$ cat config.mk
export PLATFORM = sky130hd
export DESIGN_NAME = bp_predictor
export DESIGN_NICKNAME = d
export VERILOG_FILES = /design/src/rtl/bp_pkg.sv /design/src/rtl/bp_ctr_table.sv /design/src/rtl/bp_target_buf.sv /design/src/rtl/bp_predictor.sv
export SDC_FILE = /design/constraint.sdc
export NUM_CORES = 2
export LEC_CHECK = 0
export ABC_AREA = 1
export BUFFER_PORTS_ARGS = -buffer_cell sky130_fd_sc_hd__buf_4
export CORE_MARGIN = 3
export CORE_UTILIZATION = 35
export DETAILED_ROUTE_END_ITERATION = 16
export SYNTH_ARGS = -nofsm -noshare
export SYNTH_HDL_FRONTEND = slang
export SYNTH_SLANG_ARGS = --single-unit
$ cat constraint.sdc
create_clock -name clk -period 4.7 [get_ports clk]
set_clock_uncertainty 0.2 [all_clocks]
set_input_delay 0.705 -clock clk [delete_from_list [all_inputs] [get_ports clk]]
set_output_delay 0.705 -clock clk [all_outputs]
set_load 0.005 [all_outputs]
$ cat src/rtl/bp_pkg.sv
package bp_pkg;
  typedef logic [1:0] ctr_t;
  localparam ctr_t CTR_SNT = 2'b00;
  localparam ctr_t CTR_WNT = 2'b01;
  localparam ctr_t CTR_WT  = 2'b10;
  localparam ctr_t CTR_ST  = 2'b11;

  function automatic ctr_t ctr_step(input ctr_t cur, input logic taken);
    ctr_t r;
    if (taken) r = (cur == CTR_ST) ? CTR_ST : cur + 2'd1;
    else       r = (cur == CTR_SNT) ? CTR_SNT : cur - 2'd1;
    return r;
  endfunction
endpackage

$ cat src/rtl/bp_ctr_table.sv
module bp_ctr_table #(
  parameter int IDX_W = 4
) (
  input  logic              clk,
  input  logic              rst_n,
  input  logic [IDX_W-1:0]  rd_a_idx,
  output bp_pkg::ctr_t      rd_a_ctr,
  input  logic [IDX_W-1:0]  rd_b_idx,
  output bp_pkg::ctr_t      rd_b_ctr,
  input  logic              upd_en,
  input  logic [IDX_W-1:0]  upd_idx,
  input  logic              upd_taken
);
  import bp_pkg::*;
  localparam int DEPTH = 1 << IDX_W;

  ctr_t cnt_q [DEPTH];

  always_ff @(posedge clk) begin
    if (!rst_n) begin
      for (int i = 0; i < DEPTH; i++) cnt_q[i] <= CTR_WNT;
    end else if (upd_en) begin
      cnt_q[upd_idx] <= ctr_step(cnt_q[upd_idx], upd_taken);
    end
  end

  assign rd_a_ctr = cnt_q[rd_a_idx];
  assign rd_b_ctr = cnt_q[rd_b_idx];

  AST_CTR_UP_ONLY: assert property (@(posedge clk) disable iff (!rst_n)
    (upd_en && upd_taken) |=> (cnt_q[$past(upd_idx)] >= $past(cnt_q[upd_idx])));
  AST_CTR_DOWN_ONLY: assert property (@(posedge clk) disable iff (!rst_n)
    (upd_en && !upd_taken) |=> (cnt_q[$past(upd_idx)] <= $past(cnt_q[upd_idx])));
  AST_HYST_TAKEN: assert property (@(posedge clk) disable iff (!rst_n)
    (upd_en && !upd_taken && cnt_q[upd_idx] == CTR_ST) |=> cnt_q[$past(upd_idx)][1]);
  AST_HYST_NOTTAKEN: assert property (@(posedge clk) disable iff (!rst_n)
    (upd_en && upd_taken && cnt_q[upd_idx] == CTR_SNT) |=> !cnt_q[$past(upd_idx)][1]);
endmodule

$ cat src/rtl/bp_target_buf.sv
module bp_target_buf #(
  parameter int PC_W  = 32,
  parameter int IDX_W = 4
) (
  input  logic             clk,
  input  logic             rst_n,
  input  logic [PC_W-1:0]  rd_a_pc,
  output logic             rd_a_hit,
  output logic [PC_W-1:0]  rd_a_tgt,
  input  logic [PC_W-1:0]  rd_b_pc,
  output logic             rd_b_hit,
  output logic [PC_W-1:0]  rd_b_tgt,
  input  logic             wr_en,
  input  logic [PC_W-1:0]  wr_pc,
  input  logic [PC_W-1:0]  wr_tgt
);
  localparam int DEPTH = 1 << IDX_W;
  localparam int TAG_W = PC_W - IDX_W - 2;

  logic [DEPTH-1:0] valid_q;
  logic [TAG_W-1:0] tag_q [DEPTH];
  logic [PC_W-1:0]  tgt_q [DEPTH];

  logic [IDX_W-1:0] wr_idx;
  logic [TAG_W-1:0] wr_tag;
  assign wr_idx = wr_pc[IDX_W+1:2];
  assign wr_tag = wr_pc[PC_W-1:IDX_W+2];

  always_ff @(posedge clk) begin
    if (!rst_n) begin
      valid_q <= '0;
      for (int i = 0; i < DEPTH; i++) begin
        tag_q[i] <= '0;
        tgt_q[i] <= '0;
      end
    end else if (wr_en) begin
      valid_q[wr_idx] <= 1'b1;
      tag_q[wr_idx]   <= wr_tag;
      tgt_q[wr_idx]   <= wr_tgt;
    end
  end

  logic [PC_W-1:0]  rd_pc  [2];
  logic             rd_hit [2];
  logic [PC_W-1:0]  rd_tgt [2];
  assign rd_pc[0] = rd_a_pc;
  assign rd_pc[1] = rd_b_pc;

  for (genvar p = 0; p < 2; p++) begin : g_port
    logic [IDX_W-1:0] idx;
    assign idx       = rd_pc[p][IDX_W+1:2];
    assign rd_hit[p] = valid_q[idx] && (tag_q[idx] == rd_pc[p][PC_W-1:IDX_W+2]);
    assign rd_tgt[p] = tgt_q[idx];
  end

  assign rd_a_hit = rd_hit[0];
  assign rd_a_tgt = rd_tgt[0];
  assign rd_b_hit = rd_hit[1];
  assign rd_b_tgt = rd_tgt[1];

  AST_FILL_ON_TAKEN: assert property (@(posedge clk) disable iff (!rst_n)
    wr_en |=> (valid_q[$past(wr_idx)] && tag_q[$past(wr_idx)] == $past(wr_tag)
               && tgt_q[$past(wr_idx)] == $past(wr_tgt)));
  AST_HOLD_NO_WRITE: assert property (@(posedge clk) disable iff (!rst_n)
    !wr_en |=> $stable(valid_q));
endmodule

$ cat src/rtl/bp_predictor.sv
module bp_predictor #(
  parameter int PC_W  = 32,
  parameter int IDX_W = 4
) (
  input  logic            clk,
  input  logic            rst_n,
  input  logic [PC_W-1:0] lk_pc,
  output logic            lk_hit,
  output logic            lk_taken,
  output logic [PC_W-1:0] lk_target,
  input  logic            rs_valid,
  output logic            rs_ready,
  input  logic [PC_W-1:0] rs_pc,
  input  logic            rs_taken,
  input  logic [PC_W-1:0] rs_target,
  output logic            rs_mispredict
);
  import bp_pkg::*;

  ctr_t            lk_ctr, rs_ctr;
  logic            rs_hit;
  logic [PC_W-1:0] lk_stored, rs_stored;
  logic            rs_pred;

  bp_ctr_table #(.IDX_W(IDX_W)) u_ctr (
    .clk(clk), .rst_n(rst_n),
    .rd_a_idx(lk_pc[IDX_W+1:2]), .rd_a_ctr(lk_ctr),
    .rd_b_idx(rs_pc[IDX_W+1:2]), .rd_b_ctr(rs_ctr),
    .upd_en(rs_valid), .upd_idx(rs_pc[IDX_W+1:2]), .upd_taken(rs_taken)
  );

  bp_target_buf #(.PC_W(PC_W), .IDX_W(IDX_W)) u_btb (
    .clk(clk), .rst_n(rst_n),
    .rd_a_pc(lk_pc), .rd_a_hit(lk_hit), .rd_a_tgt(lk_stored),
    .rd_b_pc(rs_pc), .rd_b_hit(rs_hit), .rd_b_tgt(rs_stored),
    .wr_en(rs_valid && rs_taken), .wr_pc(rs_pc), .wr_tgt(rs_target)
  );

  assign rs_ready  = 1'b1;
  assign lk_taken  = lk_hit && lk_ctr[1];
  assign lk_target = lk_taken ? lk_stored : lk_pc + PC_W'(4);

  assign rs_pred = rs_hit && rs_ctr[1];
  always_comb begin
    rs_mispredict = 1'b0;
    if (rs_valid) begin
      if (rs_pred != rs_taken)              rs_mispredict = 1'b1;
      else if (rs_taken && rs_stored != rs_target) rs_mispredict = 1'b1;
    end
  end
endmodule

==> key figures <==
Placement
  • GP Congestion: 0.9175
  • Placed Area: 0.06068 mm^2
  • Dpl cells: 9476
  • HPWL after DPL: 141.2 mm
  • Port bufs: 132
  • Pre-CTS WS: 184.7 ps

Cells and area
  • Nets: 7540
  • Finished Layout Cells: 9680
  • Finished Cell Area: 0.06404 mm^2
  • Layout area overhead: 13.72%
  • Fraction of layout instances using a drive strength above 1: 7.835%

Clock tree
  • Clock-pin slew on the worst setup and hold paths: 60 ps
  • Worst-skew pair later-pin latency: 730 ps
  • CTS tree: yes
  • H-tree depth: 3
  • Inserted Clock Buffers: 105
  • Longest Clk Path Bufs: 3
  • Post-CTS Hold Fix Bufs: 0
  • CTS Sinks: 976
  • Clk root buf: clkbuf_16

STA
  • Setup TNS: 0 ps
  • RSZ-0062 raised after global routing: false
  • Final worst-path cycle share: 98.26%
  • Max Clk Rate: 216.5 MHz
  • Least-Margin Pin Slew: 1315 ps
  • Worst slew margin: 11.82%
  • Fin crit period: 4618 ps
  • Final worst slack: 81.93 ps
  • Hold Fails Final Rpt: 0
  • # setup viols final: 0
  • Final slew viol count: 0

Floorplanning
  • Die Y: 407.1 um
  • Effective utilization at floorplan: 35.39%
  • Die width: 407.1 um
  • Core Region: 0.1591 mm^2
  • Total Die Area: 0.1657 mm^2
  • # IOs: 136
  • Row cnt: 146

Routing
  • Antenna Violating Nets Remaining: 0
  • Drt via density: 5.521
  • Iteration-0 DRC Markers: 7363
  • Drt wl/cell: 24.34 um
  • Vias: 53448
  • # DRC: 0
  • DRT Wirelength: 235.6 mm
  • Drt pass-1 iters: 7

Yosys
  • YS warnings: 0
  • Yosys reg bits: 976
  • Post-synthesis sequential area ratio: 51.76%
  • Cell count after synthesis: 7486
  • Synthesized Nets: 7587
  • Share of synthesized cell area in and, or, nand and nor gates: 29.30%
  • Synth Area in Compound Gates: 10.37%
  • Syn Area/Cell: 7.523 um^2
  • Mux contribution to synthesized area: 0%
  • Largest family of logic cells by synthesized area: simple AND/OR/NAND/NOR gates
  • Syn Std Cell Area: 0.05631 mm^2
  • Post-synthesis adder-cell area fraction: 0.02222%
  • Yosys cell types: 51
  • Synth Area in XOR/XNOR: 0.4044%

Power and ir drop
  • Power per cell area: 341.8 mW/mm^2
  • Worst VDD drop: 299.0 uV
  • Final Power: 21.89 mW
  • Leak Pwr: 27.93 nW

Setup path
  • WS Path Type: input port to output port
  • Crit start category: input port
  • Reg2Reg Depth: 10
  • CP arrival: 3710 ps
  • CP Capture Type: output port
  • R2R Path End: u_ctr.cnt_q[3][0]
  • R2r setup slk: 2000 ps
  • Worst r2r src: u_ctr.cnt_q[15][1]
  • Worst EP required: 3800 ps
  • CP Max Fanout: 33

Global routing
  • Overall Global Routing Usage: 27.41%
  • Overflow after GRT: 0
  • Global-route wire length before repair: 335.9 mm
  • Vias in the first global route: 49679
  • Initial antenna violation count: 12
  • Largest net degree at the start of global routing: 157

Flow run
  • Number of max-cap violations: 0

Worst hold path
  • Hold endpoint: u_btb.valid_q[0]
  • Hold path cells: 2
  • Hold path startpoint: u_btb.valid_q[0]
  • HP Class: register to register

Run status
  • Status: completed
-- sequential cells by signal (all words and copies together) (netlist names) --
name,count
u_btb.tgt_q,512
u_btb.tag_q,416
u_btb.valid_q,16
u_ctr.cnt_q,32
-- critical path, cell delays in order --
cell,delay (ps)
buf_8,170
inv_8,180
buf_12,240
buf_4,380
a21oi_1,110
o21ai_0,130
a311oi_1,130
a211oi_1,1050
nand3_1,220
nand2_1,150
inv_1,50
buf_4,130
-- cells in the mapped netlist, drive strengths merged --
master,number,share of area [%]
a22o,1,0.016
xor2,24,0.37
nand3,285,2.6
xnor2,2,0.031
nand3b,2,0.027
a2111oi,1,0.027
nor4,1,0.011
o22ai,25,0.28
a221oi,4,0.062
a311o,2,0.036
edfxtp,960,51
dfxtp,16,0.57
a21boi,7,0.093
nand2,2580,17
o21ai,701,6.2
o211ai,60,0.80
clkbuf,311,2.1
conb,1,0.0067
buf,219,2.0
ha,1,0.022
a211oi,2,0.027
nand4,20,0.23
nor3b,1,0.013
a311oi,3,0.047
a21oi,215,1.9
and2,1,0.011
nor3,29,0.28
a21o,2,0.027
o221ai,9,0.14
a32o,4,0.071
a22oi,42,0.56
clkinv,49,0.33
nor2,1336,8.9
a31oi,3,0.044
inv,567,3.8
-- report_power, final --
group,leakage [nW],internal (mW),switching [mW]
registers,9.24,10.0,0.195
logic,17.1,0.932,2.45
clock network,1.62,4.57,3.74
total,27.9,15.5,6.38
-- worst max-delay path by stage --
stage | from | end | slack (ps) | cells past startpoint
after CTS | lk_pc[2] | lk_target[4] | 190 | 17
after global placement | lk_pc[2] | lk_target[3] | 190 | 18
after detailed placement | lk_pc[2] | lk_target[4] | 180 | 17
after floorplan | rs_pc[2] | u_btb.tag_q[0][0] | 720 | 9
after global routing | lk_pc[2] | lk_target[12] | 30 | 20
final | lk_pc[2] | lk_target[23] | 80 | 12
-- placed cells by master, fill, tap and decap left out, drive strengths merged, types with 3 or more instances in the layout --
cell type and count:
xor2 24, nand2 2580, a31oi 3, o211ai 60
nor2 1336, o21ai 701, a221oi 4, o22ai 25
clkbuf 135, nor3 29, clkinv 100, a32o 4
bufinv 6, edfxtp 960, inv 568, a21oi 215
a311oi 3, nand4 20, dfxtp 16, a21boi 7
a22oi 42, buf 376, clkinvlp 5, o221ai 9
diode 4, nand3 285
-- through the flow --
step | hold WS [ps] | utilization (%)
floorplan | 229.2 | -
global placement | 240.3 | 38.14
detailed placement | 246.4 | 38.14
CTS | 256.5 | 40.23
global route | 304.1 | 40.25
finish | 259.2 | 40.25
-- timing repair --
action,CTS,global route
buffers inserted,0,2
endpoints found under the setup margin,0,23
resized for setup,0,1
-- area by class of cell --
class / count / area [um^2]
Clock buffer: 135 / 2823
Tap cell: 2146 / 2685
Timing Repair Buffer: 376 / 3662
Inverter: 616 / 2346
Multi-Input combinational cell: 5364 / 22870
Antenna cell: 4 / 10.01
Sequential cell: 976 / 29150
Fill cell: 16023 / 95070
Clock inverter: 63 / 498.0
-- metal layers --
metal	GRT usage [%]	wire length, um	vias to the layer above
met3	6.009	27090	766
met5	0.05747	98	-
met1	33.93	86290	25306
met2	43.56	105400	3328
li1	-	-	24034
met4	17.01	16730	14
-- kinds of logic after synthesis --
| family | after synthesis |
|---|---|
| buffers and inverters | 1146 |
| DFF | 976 |
| adders and majority gates | 1 |
| AOI/OAI and AO/OA | 1081 |
| xor gates and xnor gates | 26 |
| and+or+nand+nor | 4255 |
| other | 1 |
No activity file was read; power rests on OpenSTA's default activity.
